`src/rtl/cdm_pkg.sv`:
```
package cdm_pkg;

    localparam int CDM_BYTE_W  = 8;
    localparam int CDM_MIN_LEN = 2;

    typedef enum logic {
        CYC_IDLE = 1'b0,
        CYC_RUN  = 1'b1
    } cyc_state_e;

    // context held for the bus cycle in flight
    typedef struct packed {
        logic                  rd;
        logic [CDM_BYTE_W-1:0] data;
    } xfer_ctx_t;

endpackage

```
`src/rtl/cdm_fifo.sv`:
```
module cdm_fifo #(
    parameter int DEPTH = 8,
    parameter int W     = 8
) (
    input  logic         clk,
    input  logic         rst,
    input  logic         push,
    input  logic [W-1:0] push_data,
    input  logic         pop,
    output logic [W-1:0] pop_data,
    output logic         full,
    output logic         empty
);
    localparam int PW = (DEPTH > 1) ? $clog2(DEPTH) : 1;
    localparam int CW = $clog2(DEPTH + 1);

    logic [W-1:0]  store [DEPTH];
    logic [PW-1:0] wp, rp;
    logic [CW-1:0] fill;
    logic          do_push, do_pop;

    function automatic logic [PW-1:0] step(input logic [PW-1:0] p);
        return (p == PW'(DEPTH - 1)) ? '0 : p + PW'(1);
    endfunction

    assign full     = (fill == CW'(DEPTH));
    assign empty    = (fill == '0);
    assign do_push  = push && !full;
    assign do_pop   = pop && !empty;
    assign pop_data = store[rp];

    always_ff @(posedge clk) begin
        if (do_push) begin
            store[wp] <= push_data;
        end
    end

    always_ff @(posedge clk) begin
        if (rst) begin
            wp   <= '0;
            rp   <= '0;
            fill <= '0;
        end else begin
            if (do_push) wp <= step(wp);
            if (do_pop)  rp <= step(rp);
            case ({do_push, do_pop})
                2'b10:   fill <= fill + CW'(1);
                2'b01:   fill <= fill - CW'(1);
                default: fill <= fill;
            endcase
        end
    end
endmodule

```
`src/rtl/cdm_cycle_ctrl.sv`:
```
module cdm_cycle_ctrl
    import cdm_pkg::*;
#(
    parameter int LEN_W = 4
) (
    input  logic             clk,
    input  logic             rst,
    input  logic             can_start,
    input  logic [LEN_W-1:0] cyc_len,
    output logic             start,
    output logic             done,
    output logic             active
);
    cyc_state_e       state;
    logic [LEN_W-1:0] len_q;
    logic [LEN_W-1:0] cnt;
    logic [LEN_W-1:0] len_eff;

    assign len_eff = (cyc_len < LEN_W'(CDM_MIN_LEN)) ? LEN_W'(CDM_MIN_LEN) : cyc_len;
    assign active  = (state == CYC_RUN);
    assign start   = (state == CYC_IDLE) && can_start;
    assign done    = active && (cnt == len_q - LEN_W'(1));

    always_ff @(posedge clk) begin
        if (rst) begin
            state <= CYC_IDLE;
            cnt   <= '0;
            len_q <= LEN_W'(CDM_MIN_LEN);
        end else begin
            case (state)
                CYC_IDLE: begin
                    if (start) begin
                        state <= CYC_RUN;
                        cnt   <= '0;
                        len_q <= len_eff;
                    end
                end
                CYC_RUN: begin
                    if (done) begin
                        state <= CYC_IDLE;
                        cnt   <= '0;
                    end else begin
                        cnt <= cnt + LEN_W'(1);
                    end
                end
                default: state <= CYC_IDLE;
            endcase
        end
    end
endmodule

```
`src/rtl/cdm_addr_gen.sv`:
```
module cdm_addr_gen #(
    parameter int AW = 16
) (
    input  logic          clk,
    input  logic          rst,
    input  logic          inc,
    output logic [AW-1:0] addr
);
    always_ff @(posedge clk) begin
        if (rst) begin
            addr <= '0;
        end else if (inc) begin
            addr <= addr + AW'(1);
        end
    end
endmodule

```
`src/rtl/cdm_master.sv`:
```
module cdm_master
    import cdm_pkg::*;
#(
    parameter int AW    = 16,
    parameter int DEPTH = 8,
    parameter int LEN_W = 4
) (
    input  logic                  clk,
    input  logic                  rst,
    input  logic                  mode_rd,
    input  logic [LEN_W-1:0]      cyc_len,
    input  logic                  mem_busy,
    output logic [AW-1:0]         mem_addr,
    output logic                  mem_strobe,
    output logic                  mem_we,
    output logic [CDM_BYTE_W-1:0] mem_wdata,
    input  logic [CDM_BYTE_W-1:0] mem_rdata,
    input  logic                  cb_push,
    input  logic [CDM_BYTE_W-1:0] cb_push_data,
    output logic                  cb_full,
    input  logic                  cb_pop,
    output logic [CDM_BYTE_W-1:0] cb_pop_data,
    output logic                  cb_empty
);
    logic                  busy_q;
    xfer_ctx_t             ctx_q;
    logic                  can_start, start, done, active;
    logic                  buf_push, buf_pop, buf_full, buf_empty;
    logic                  rd_done;
    logic [CDM_BYTE_W-1:0] buf_wdata, buf_head;

    // busy is looked at one clock ahead of the start it may block
    always_ff @(posedge clk) begin
        if (rst) begin
            busy_q <= 1'b0;
            ctx_q  <= '0;
        end else begin
            busy_q <= mem_busy;
            if (start) begin
                ctx_q.rd   <= mode_rd;
                ctx_q.data <= buf_head;
            end
        end
    end

    assign can_start = !busy_q && (mode_rd ? !buf_full : !buf_empty);

    cdm_cycle_ctrl #(.LEN_W(LEN_W)) u_cyc (
        .clk       (clk),
        .rst       (rst),
        .can_start (can_start),
        .cyc_len   (cyc_len),
        .start     (start),
        .done      (done),
        .active    (active)
    );

    cdm_addr_gen #(.AW(AW)) u_addr (
        .clk  (clk),
        .rst  (rst),
        .inc  (done),
        .addr (mem_addr)
    );

    assign rd_done   = done && ctx_q.rd;
    assign buf_push  = rd_done || (cb_push && !mode_rd);
    assign buf_wdata = rd_done ? mem_rdata : cb_push_data;
    assign buf_pop   = (start && !mode_rd) || (cb_pop && mode_rd);

    cdm_fifo #(.DEPTH(DEPTH), .W(CDM_BYTE_W)) u_buf (
        .clk       (clk),
        .rst       (rst),
        .push      (buf_push),
        .push_data (buf_wdata),
        .pop       (buf_pop),
        .pop_data  (buf_head),
        .full      (buf_full),
        .empty     (buf_empty)
    );

    assign mem_strobe  = active;
    assign mem_we      = active && !ctx_q.rd;
    assign mem_wdata   = ctx_q.data;
    assign cb_full     = buf_full;
    assign cb_empty    = buf_empty;
    assign cb_pop_data = buf_head;
endmodule

```
`config.mk`:
```
export PLATFORM = sky130hd
export DESIGN_NAME = cdm_master
export DESIGN_NICKNAME = d
export VERILOG_FILES = /design/src/rtl/cdm_pkg.sv /design/src/rtl/cdm_fifo.sv /design/src/rtl/cdm_cycle_ctrl.sv /design/src/rtl/cdm_addr_gen.sv /design/src/rtl/cdm_master.sv
export SDC_FILE = /design/constraint.sdc
export NUM_CORES = 1
export LEC_CHECK = 0
export BUFFER_PORTS_ARGS = -buffer_cell sky130_fd_sc_hd__buf_2
export CAP_MARGIN = 5
export CORE_ASPECT_RATIO = 0.7
export CORE_MARGIN = 4
export CORE_UTILIZATION = 35
export CTS_BUF_LIST = sky130_fd_sc_hd__clkbuf_16
export CTS_CLUSTER_SIZE = 40
export DETAILED_ROUTE_END_ITERATION = 8
export PLACE_DENSITY_LB_ADDON = 0.12
export SETUP_SLACK_MARGIN = 0.05
export SYNTH_ARGS = -nofsm -noshare
export SYNTH_HDL_FRONTEND = slang
export SYNTH_HIERARCHICAL = 1
export SYNTH_SLANG_ARGS = --single-unit
```
`constraint.sdc`:
```
create_clock -name clk -period 9.7 [get_ports clk]
set_input_delay 1.455 -clock clk [delete_from_list [all_inputs] [get_ports clk]]
set_output_delay 1.455 -clock clk [all_outputs]
set_load 0.02 [all_outputs]
```
==> metrics.md, run 1 <==
| Metric | Value |
|---|---|
| Status | finished, final reports clean |
| Avg Cell Area, Syn | 13.5 um^2 |
| Startpoint types | primary input |
| Post_cts resized | 0 |
| Netlist cell types | 49 |
| Vias | 2916 |
| Global Route Usage Sum | 0.131 |
| Vias in the first global route | 2974 |
| Total congestion overflow | 0 |
| CTS clock-pin slew for the worst setup and hold paths | 0.08 ns |
| Chip width | 149 um |
| Core box area | 13400 um^2 |
| Setup Buffers After CTS | 0 |
| Pin count of the biggest net entering global routing | 50 |
| Relative slew slack | 0.336 |
| Pwr per Cell Area | 238 nW/um^2 |
| Period minus WS final | 4.38 ns |
| Die H | 107 um |
| Total power | 1340 uW |
| Fin Setup TNS | 0 ns |
| Design area | 5630 um^2 |
| Final ANT Viol Nets | 0 |
| Unrepaired setup endpoints after global routing | false |
| First-pass GRT wire length | 15.9 mm |
| Worst VDD drop | 0.0942 mV |
| HP Class | reg2reg |
| IO Pins | 62 |
| Hold buffer count at CTS | 0 |
| Crit path arrival time | 4.65 ns |
| Slew @ Worst Pin | 0.993 ns |
| DPL Wire Length | 6.79 mm |
| Endpoints failing setup | 0 |
| CTS tree | yes |
| # rows | 35 |
| Top_reg_cell synth | edfxtp_1 |
| Seq cells post-synth | 112 |
| CTS Root Cell | clkbuf_16 |
| Max clock buf depth | 2 |
| CP endpoint kind | register |
| Clock skew | 0.00851 ns |
| CP required | 9.97 ns |
| Dpl cell area | 5320 um^2 |
| Post-synth EDFFs | 64 |
| Synthesized Nets | 399 |
| Setup CP Type | in2reg |
| Initial Utilization | 0.365 |
| Initial DRC count | 181 |
| H-tree Lvls | 3 |
| Proportion of layout cells with a drive suffix above 1 | 0.311 |
| Netlist Area Pre-Place | 4890 um^2 |
| CP Max Fanout | 16 |
| Ys Warns | 6 |
| Routed wire per std cell | 16.3 um |
| Post-route DRC violation count | 0 |
| Clock sinks | 112 |
| Die ar. | 16000 um^2 |
| Seq/Total Area, Yosys | 0.589 |
| PortBufs | 61 |
| Nets@finish | 449 |
| Area Growth Syn to Fin | 15.1% |
| Drt pass-1 iters | 4 |
| Fin. Hold Viols | 0 |
| Async S/R FF share, synth | 0 |
| Fmax | 0.228 GHz |
| LEAKAGE | 0.00207 uW |
| Total CTS buffers | 9 |
| DRT Wirelength | 9.83 mm |
| GP Congestion | 0.715 |
| Ant diodes | 0 |
| Initial antenna violation count | 0 |
| Final Max Tran Viols | 0 |
| Synth Instances | 363 |
| Vias per inst | 4.84 |
| Maxcap violations | 0 |
| Worst-Skew Late Latency | 0.34 ns |
| Worst hold slack | 0.484 ns |
| Fin crit share | 0.451 |
-- Yosys cell counts, types with 2 or more instances --
master,count,share of area
inv_1,7,0.0054
nand2b_1,6,0.0077
or3_1,3,0.0038
ha_1,10,0.026
buf_4,10,0.015
a211oi_1,2,0.0031
nor3b_1,2,0.0031
nor2b_1,5,0.0064
o21ai_0,7,0.0072
dfxtp_1,48,0.20
a21oi_1,13,0.013
o41ai_1,2,0.0036
buf_6,2,0.0046
nand3b_1,3,0.0046
nor3_1,11,0.011
mux4_2,16,0.074
buf_2,4,0.0041
nor4_4,2,0.0087
xnor2_1,13,0.023
nor4_1,5,0.0064
edfxtp_1,64,0.39
mux2_2,19,0.044
nand3_1,4,0.0041
or3b_1,2,0.0036
nand2_1,16,0.012
clkbuf_1,7,0.0054
nor2_1,39,0.030
mux2i_1,14,0.029
xor2_1,7,0.013
-- where the power goes --
| part | total (uW) | internal [uW] | switching [uW] |
|---|---|---|---|
| Sequential | 587 | 544 | 43.4 |
| Clock | 384 | 206 | 178 |
| Combinational | 370 | 170 | 200 |
-- through the flow --
stage	utilization	setup WS, ns	cells
after global placement	0.397	5.07	587
after detailed placement	0.397	4.93	587
final	0.420	5.32	603
after global routing	0.420	5.00	603
after floorplan	-	5.82	363
after CTS	0.420	5.27	603
-- critical path: stages --
cell and delay (ns):
buf_2 0.12, nor2b_1 0.05, a211oi_1 0.32, nor2b_2 0.87, mux2_2 0.32, o41ai_2 0.12
inv_1 0.13, ha_1 0.28, xor2_1 0.17, ha_1 0.16, a21oi_1 0.05, xor2_1 0.16
or3_1 0.31, a21oi_1 0.14
-- cell usage in the layout (no fill, tap or decap), drive strengths merged, types with 3 or more instances in the layout --
master and n:
edfxtp 64, buf 63, dfxtp 48, nor2 39, mux2 20, nand2 17, mux4 16, mux2i 14
xnor2 13, a21oi 13, nor3 11, ha 10, inv 10, clkbuf 9, o21ai 7, xor2 7
nor4 7, nand2b 6, nor2b 5, nand3 4, or3 3, nand3b 3, o41ai 3, nand4 3
-- sequential cells by signal (all words and copies together), names as in the netlist, named ones only --
signal	count
u_cyc/active	1
u_buf/fill	4
mem_wdata	8
u_addr/addr	16
u_buf/store	64
busy_q	1
ctx_q	1
u_cyc/len_q	4
u_buf/rp	3
u_buf/wp	3
u_cyc/cnt	4
-- cells by family after synthesis --
logic type,after synthesis,share of synthesized area
xor+xnor,20,0.0358
flops,112,0.589
simple gates,109,0.125
fa+ha+maj,10,0.0256
mux,50,0.148
compound gates,31,0.0409
buf+inv,31,0.0356
-- path summary, 6_finish.rpt --
check                start             to  slack [ns]  cells past startpoint
max                mode_rd  u_buf/fill[2]        5.32                     14
max reg2reg  u_buf/fill[1]  u_buf/fill[2]        5.72                     14
min reg2reg    u_buf/rp[2]       register        0.48                      2
min            u_buf/rp[2]       register        0.48                      2
-- routing by layer --
layer	global-route usage	part of all wire	up-vias
li1	-	-	1432
met1	0.184	0.50	1439
met2	0.202	0.46	37
met3	0.0334	0.033	8
met4	0.0340	0.0076	0
met5	0	0	-
-- layout make-up --
type	count	area [um^2]
inverter	7	26.3
timing repair buffer	63	320
sequential	112	2880
multi-input combinational	220	1860
clock inverter	7	88.8
fill	1261	7770
clock buffer	9	225
tap	185	231
Note: power is estimated with default switching activity, not from simulation.
==> run 2, diff against run 1 <==
--- a/config.mk
+++ b/config.mk
@@ -5,6 +5,7 @@
 export SDC_FILE = /design/constraint.sdc
 export NUM_CORES = 1
 export LEC_CHECK = 0
+export ABC_AREA = 1
 export BUFFER_PORTS_ARGS = -buffer_cell sky130_fd_sc_hd__buf_2
 export CAP_MARGIN = 5
 export CORE_ASPECT_RATIO = 0.7
==> constraint.sdc (replaced) <==
create_clock -name clk -period 3.7 [get_ports clk]
set_input_delay 0.555 -clock clk [delete_from_list [all_inputs] [get_ports clk]]
set_output_delay 0.555 -clock clk [all_outputs]
set_load 0.02 [all_outputs]
==> metrics.md, run 2 <==
| Metric | Value |
|---|---|
| Status | finished, final reports clean |
| Pwr per Cell Area | 627 nW/um^2 |
| Hold buffer count at CTS | 0 |
| Async S/R FF share, synth | 0 |
| Die ar. | 16900 um^2 |
| Synthesized Nets | 618 |
| Total CTS buffers | 9 |
| CTS tree | yes |
| PortBufs | 61 |
| Vias per inst | 4.73 |
| CP peak stage delay | 0.58 ns |
| Critical Path Most Common Cell | nor2_1 |
| Routed wire per std cell | 14.5 um |
| Die H | 110 um |
| Drt pass-1 iters | 4 |
| Worst VDD drop | 0.359 mV |
| Synth area leader | edfxtp_1 |
| Ant diodes | 0 |
| Worst-Skew Late Latency | 0.34 ns |
| Synth top area cells | edfxtp_1 37%, dfxtp_1 18%, nand2_1 8.9% |
| DRT Wirelength | 12.1 mm |
| Fin crit share | 0.814 |
| CP endpoint kind | register |
| Utilization after layout | 0.412 |
| Commonest cells post-synth | 123 x nand2_1, 99 x nor2_1, 64 x edfxtp_1, 56 x inv_1, 48 x dfxtp_1 |
| Endpoints failing setup | 0 |
| Vias in the first global route | 3663 |
| Clock sinks | 112 |
| Commonest non-fill, non-tap cell in the layout | nand2_1 |
| H-tree Lvls | 3 |
| Period minus WS final | 3.01 ns |
| IO Pins | 62 |
| Synth Instances | 582 |
| Ys Warns | 6 |
| Top reg by flops | u_buf/store |
| Vias | 3934 |
| Crit-path cells | inv_2 > ha_1 > nand2_1 > clkinv_1 > nor2_1 > nand2_1 > nor2_1 > nand3_1 > inv_1 > nand2_2 > nand2_1 > nand2_2 > nor2_1 > inv_1 > nor2_1 |
| Proportion of layout cells with a drive suffix above 1 | 0.167 |
| Core box area | 14200 um^2 |
| HP Class | in2reg |
| # rows | 36 |
| DPL Wire Length | 9.01 mm |
| Most numerous cell in the Yosys netlist | nand2_1 |
| CTS Root Cell | clkbuf_16 |
| Worst path slowest cell | nor2_1 |
| Post-route DRC violation count | 0 |
| Delay-heaviest family, CP | simple AND/OR/NAND/NOR gates |
| CP required | 3.67 ns |
| Flip-flop count of the largest register after layout | 64 |
| Unrepaired setup endpoints after global routing | false |
| Setup CP Type | reg2reg |
| Global Route Usage Sum | 0.148 |
| Fin. Hold Viols | 0 |
| Netlist cell types | 36 |
| Max clock buf depth | 2 |
| LEAKAGE | 0.00246 uW |
| Netlist Area Pre-Place | 5200 um^2 |
| Initial antenna violation count | 0 |
| GP Congestion | 0.787 |
| Synth top area share | 0.370 |
| Seq/Total Area, Yosys | 0.555 |
| Final Max Tran Viols | 0 |
| Avg Cell Area, Syn | 8.93 um^2 |
| Relative slew slack | 0.361 |
| Post-synth EDFFs | 64 |
| Startpoint types | register |
| Worst hold slack | 0.414 ns |
| Crit path arrival time | 2.98 ns |
| Setup Buffers After CTS | 0 |
| Clock skew | 0.00992 ns |
| Final ANT Viol Nets | 0 |
| Slew @ Worst Pin | 0.957 ns |
| Initial DRC count | 240 |
| Pin count of the biggest net entering global routing | 34 |
| Fin Setup TNS | 0 ns |
| Post_cts resized | 0 |
| Most frequent cells in the layout | 123 x nand2_1, 99 x nor2_1, 64 x edfxtp_1 |
| Total congestion overflow | 0 |
| Seq cells post-synth | 112 |
| First-pass GRT wire length | 19.5 mm |
| Maxcap violations | 0 |
| Fmax | 0.332 GHz |
| Buf/Inv on CP | 4 |
| Nets@finish | 672 |
| CP Max Fanout | 9 |
| Top_reg_cell synth | edfxtp_1 |
| CTS clock-pin slew for the worst setup and hold paths | 0.07 ns |
| Chip width | 154 um |
| Area Growth Syn to Fin | 12.7% |
| Initial Utilization | 0.365 |
-- run 2: cell types whose count changed after synthesis, moves of 19 or more --
cell     delta
inv_1      +49
nand2_1   +107
nand3_1    +24
nor2_1     +60
o21ai_0    +23
mux2_2     -19
-- run 2: area by class of cell --
| cell class | count | area (um^2) |
|---|---|---|
| clock buffers | 9 | 225 |
| flip-flops and latches | 112 | 2880 |
| well taps | 190 | 238 |
| fillers | 1433 | 8380 |
| multi-input cells | 384 | 1880 |
| clock inverters | 7 | 47.5 |
| inverters | 62 | 233 |
| repair buffers | 67 | 350 |
-- run 2: power by group --
part	total (uW)	internal, uW	switching (uW)
Sequential	1580	1460	114
Combinational	1200	394	810
Clock	892	457	435
-- run 2: worst paths after layout --
kind	start	endpoint	slack, ns	depth (start not counted)
setup / recovery	u_cyc/len_q[0]	u_buf/store[3][4]	0.69	15
hold reg to reg	mem_wdata[0]	mem_wdata[0]	0.47	2
hold / removal	mem_busy	busy_q	0.41	3
setup reg to reg	u_cyc/len_q[0]	u_buf/store[3][4]	0.69	15
-- run 2: layer usage --
layer | track usage | vias to the layer above | routed length (um)
met5 | 0 | - | 0
met4 | 0.0359 | 0 | 51
met3 | 0.0330 | 2 | 638
met2 | 0.206 | 98 | 4760
met1 | 0.231 | 1828 | 6620
li1 | - | 2006 | -
-- run 2: logic make-up after synthesis --
| logic type | share of synthesized area |
|---|---|
| compound gates | 0.0806 |
| xor+xnor | 0.0135 |
| fa+ha+maj | 0.0241 |
| buf+inv | 0.0833 |
| flops | 0.555 |
| mux | 0.0154 |
| simple gates | 0.228 |
-- run 2: through the flow --
step,total power (uW),setup slack (ns),area (um^2),cells
after global placement,2800,0.783,5590,815
after CTS,3720,0.691,5860,831
final,3670,0.689,5860,831
after floorplan,2560,0.915,5200,582
after detailed placement,2810,0.710,5590,815
after global routing,3930,0.325,5860,831
-- run 2: worst register-to-register path, stage by stage, from the launching register on --
cell	delay, ns
dfxtp_1	0.35
inv_2	0.05
ha_1	0.30
nand2_1	0.07
clkinv_1	0.05
nor2_1	0.08
nand2_1	0.06
nor2_1	0.16
nand3_1	0.11
inv_1	0.11
nand2_2	0.12
nand2_1	0.17
nand2_2	0.13
nor2_1	0.17
inv_1	0.11
nor2_1	0.58
==> run 3, diff against run 2 <==
==> constraint.sdc (replaced) <==
create_clock -name clk -period 2.5 [get_ports clk]
set_input_delay 0.375 -clock clk [delete_from_list [all_inputs] [get_ports clk]]
set_output_delay 0.375 -clock clk [all_outputs]
set_load 0.02 [all_outputs]
==> metrics.md, run 3 (synthesized netlist as in run 2, its figures left out) <==
| Metric | Value |
|---|---|
| Placed cell count | 833 |
| HP Class | in2reg |
| Initial antenna violation count | 0 |
| Utilization after layout | 0.436 |
| Fin. Hold Viols | 0 |
| Flip-flop count of the largest register after layout | 64 |
| Status | finished, final reports clean |
| Crit path arrival time | 2.69 ns |
| Most frequent cells in the layout | 119 x nand2_1, 92 x nor2_1, 64 x edfxtp_1 |
| Dpl cell area | 5770 um^2 |
| Pin count of the biggest net entering global routing | 33 |
| Unrepaired setup endpoints after global routing | true |
| # rows | 36 |
| R2r endpoint | u_buf/fill[2] |
| Post-route DRC violation count | 0 |
| Worst-Skew Late Latency | 0.34 ns |
| Reg2Reg Depth | 21 |
| Die ar. | 16900 um^2 |
| Final Max Tran Viols | 0 |
| Chip width | 154 um |
| Total power | 5890 uW |
| CP required | 2.74 ns |
| Drt pass-1 iters | 5 |
| CTS clock-pin slew for the worst setup and hold paths | 0.08 ns |
| Total CTS buffers | 9 |
| Fin crit share | 0.981 |
| Proportion of layout cells with a drive suffix above 1 | 0.251 |
| Reg-to-Reg Start | u_cyc/len_q[1] |
| Vias per inst | 4.68 |
| Clock sinks | 112 |
| CTS Root Cell | clkbuf_16 |
| Setup CP Type | reg2reg |
| CP endpoint kind | register |
| First-pass GRT wire length | 19.8 mm |
| Vias in the first global route | 3924 |
| Core box area | 14200 um^2 |
| Area Growth Syn to Fin | 19.5% |
| Hold buffer count at CTS | 0 |
| LEAKAGE | 0.00261 uW |
| PortBufs | 61 |
| Setup crit start | u_cyc/len_q[1] |
| Slew @ Worst Pin | 0.513 ns |
| Nets@finish | 700 |
| Endpoints failing setup | 0 |
| Ant diodes | 0 |
| DRT Wirelength | 12.2 mm |
| Commonest non-fill, non-tap cell in the layout | nand2_1 |
| Worst Setup EP | u_buf/fill[2] |
| Relative slew slack | 0.657 |
| R2R Setup Slk | 0.05 ns |
| CP Max Fanout | 4 |
| Period minus WS final | 2.45 ns |
| Initial Utilization | 0.365 |
| Die H | 110 um |
| H-tree Lvls | 3 |
| Top reg by flops | u_buf/store |
| Final ANT Viol Nets | 0 |
| Routed wire per std cell | 14.2 um |
| Fin cells | 859 |
| Startpoint types | register |
| Fin Setup TNS | 0 ns |
| Global Route Usage Sum | 0.149 |
| Initial DRC count | 253 |
| Clock skew | 0.00986 ns |
| Pwr per Cell Area | 948 nW/um^2 |
| Total congestion overflow | 0 |
| DPL Wire Length | 8.96 mm |
| IO Pins | 62 |
| GP Congestion | 0.807 |
| Worst VDD drop | 0.479 mV |
| Vias | 4016 |
| Hold Path Cell Cnt | 3 |
| Max clock buf depth | 2 |
| Design area | 6210 um^2 |
| Maxcap violations | 0 |
| Fmax | 0.408 GHz |
| CTS tree | yes |
[run 3: cell count changes in the layout (fill, tap and decap cells not counted), sizes merged]
cell,change
buf,+28
clkinv,-3
clkinvlp,+3
[run 3: critical path: stages (launching register included)]
cell and delay, ns:
dfxtp_2 0.33, inv_2 0.05, ha_4 0.24, nand2_2 0.08
clkinv_2 0.06, nor2_2 0.11, nand2_1 0.07, nor2_2 0.12
nand3_2 0.11, inv_4 0.11, nand2_8 0.05, nand2_4 0.09
nand2_4 0.06, ha_4 0.18, nand2_2 0.07, inv_2 0.05
nor2_4 0.09, ha_2 0.17, a21oi_2 0.04, xnor2_1 0.12
o21ai_1 0.12, inv_1 0.05
[run 3: what timing repair did]
item                       CTS  global route
setup endpoints to repair   35            46
cloned                       0             0
gates resized for setup     12            17
pin swaps                    9             3
buffers inserted             9             1
[run 3: power by group]
| group | internal, uW | switching, uW | total (uW) |
|---|---|---|---|
| clock | 686 | 681 | 1370 |
| sequential | 2170 | 187 | 2360 |
| combinational | 847 | 1320 | 2160 |
[run 3: how the worst min path moves through the flow]
| stage | from | endpoint | slack [ns] |
|---|---|---|---|
| finish | mem_busy | busy_q | 0.23 |
| global route | mem_busy | busy_q | 0.24 |
| CTS | mem_busy | busy_q | 0.22 |
| detailed placement | mem_wdata[6] | mem_wdata[6] | 0.46 |
| global placement | mem_wdata[2] | mem_wdata[2] | 0.46 |
| floorplan | rst | u_cyc/cnt[1] | 0.44 |
[run 3: per-layer routing]
metal / global-route usage / part of all wire / routed length [um] / vias up
met5: 0 / 0 / 0 / -
met4: 0.0315 / 0.0067 / 82 / 0
li1: - / - / - / 2057
met3: 0.0354 / 0.056 / 690 / 8
met2: 0.223 / 0.41 / 4990 / 98
met1: 0.221 / 0.53 / 6470 / 1853
[run 3: final cells by class]
cell class / instances / area (um^2)
well taps: 190 / 238
inverters: 62 / 236
fillers: 1446 / 8020
repair buffers: 95 / 561
multi-input cells: 384 / 2010
clock inverters: 7 / 55.1
flip-flops and latches: 112 / 2890
clock buffers: 9 / 225
[run 3: metrics by stage]
stage	hold WS, ns	worst slack, ns
final	0.232	0.0475
after detailed placement	0.464	-0.134
after CTS	0.220	0.0375
after global routing	0.243	-0.0526
after global placement	0.459	-0.00616
after floorplan	0.444	-0.0445
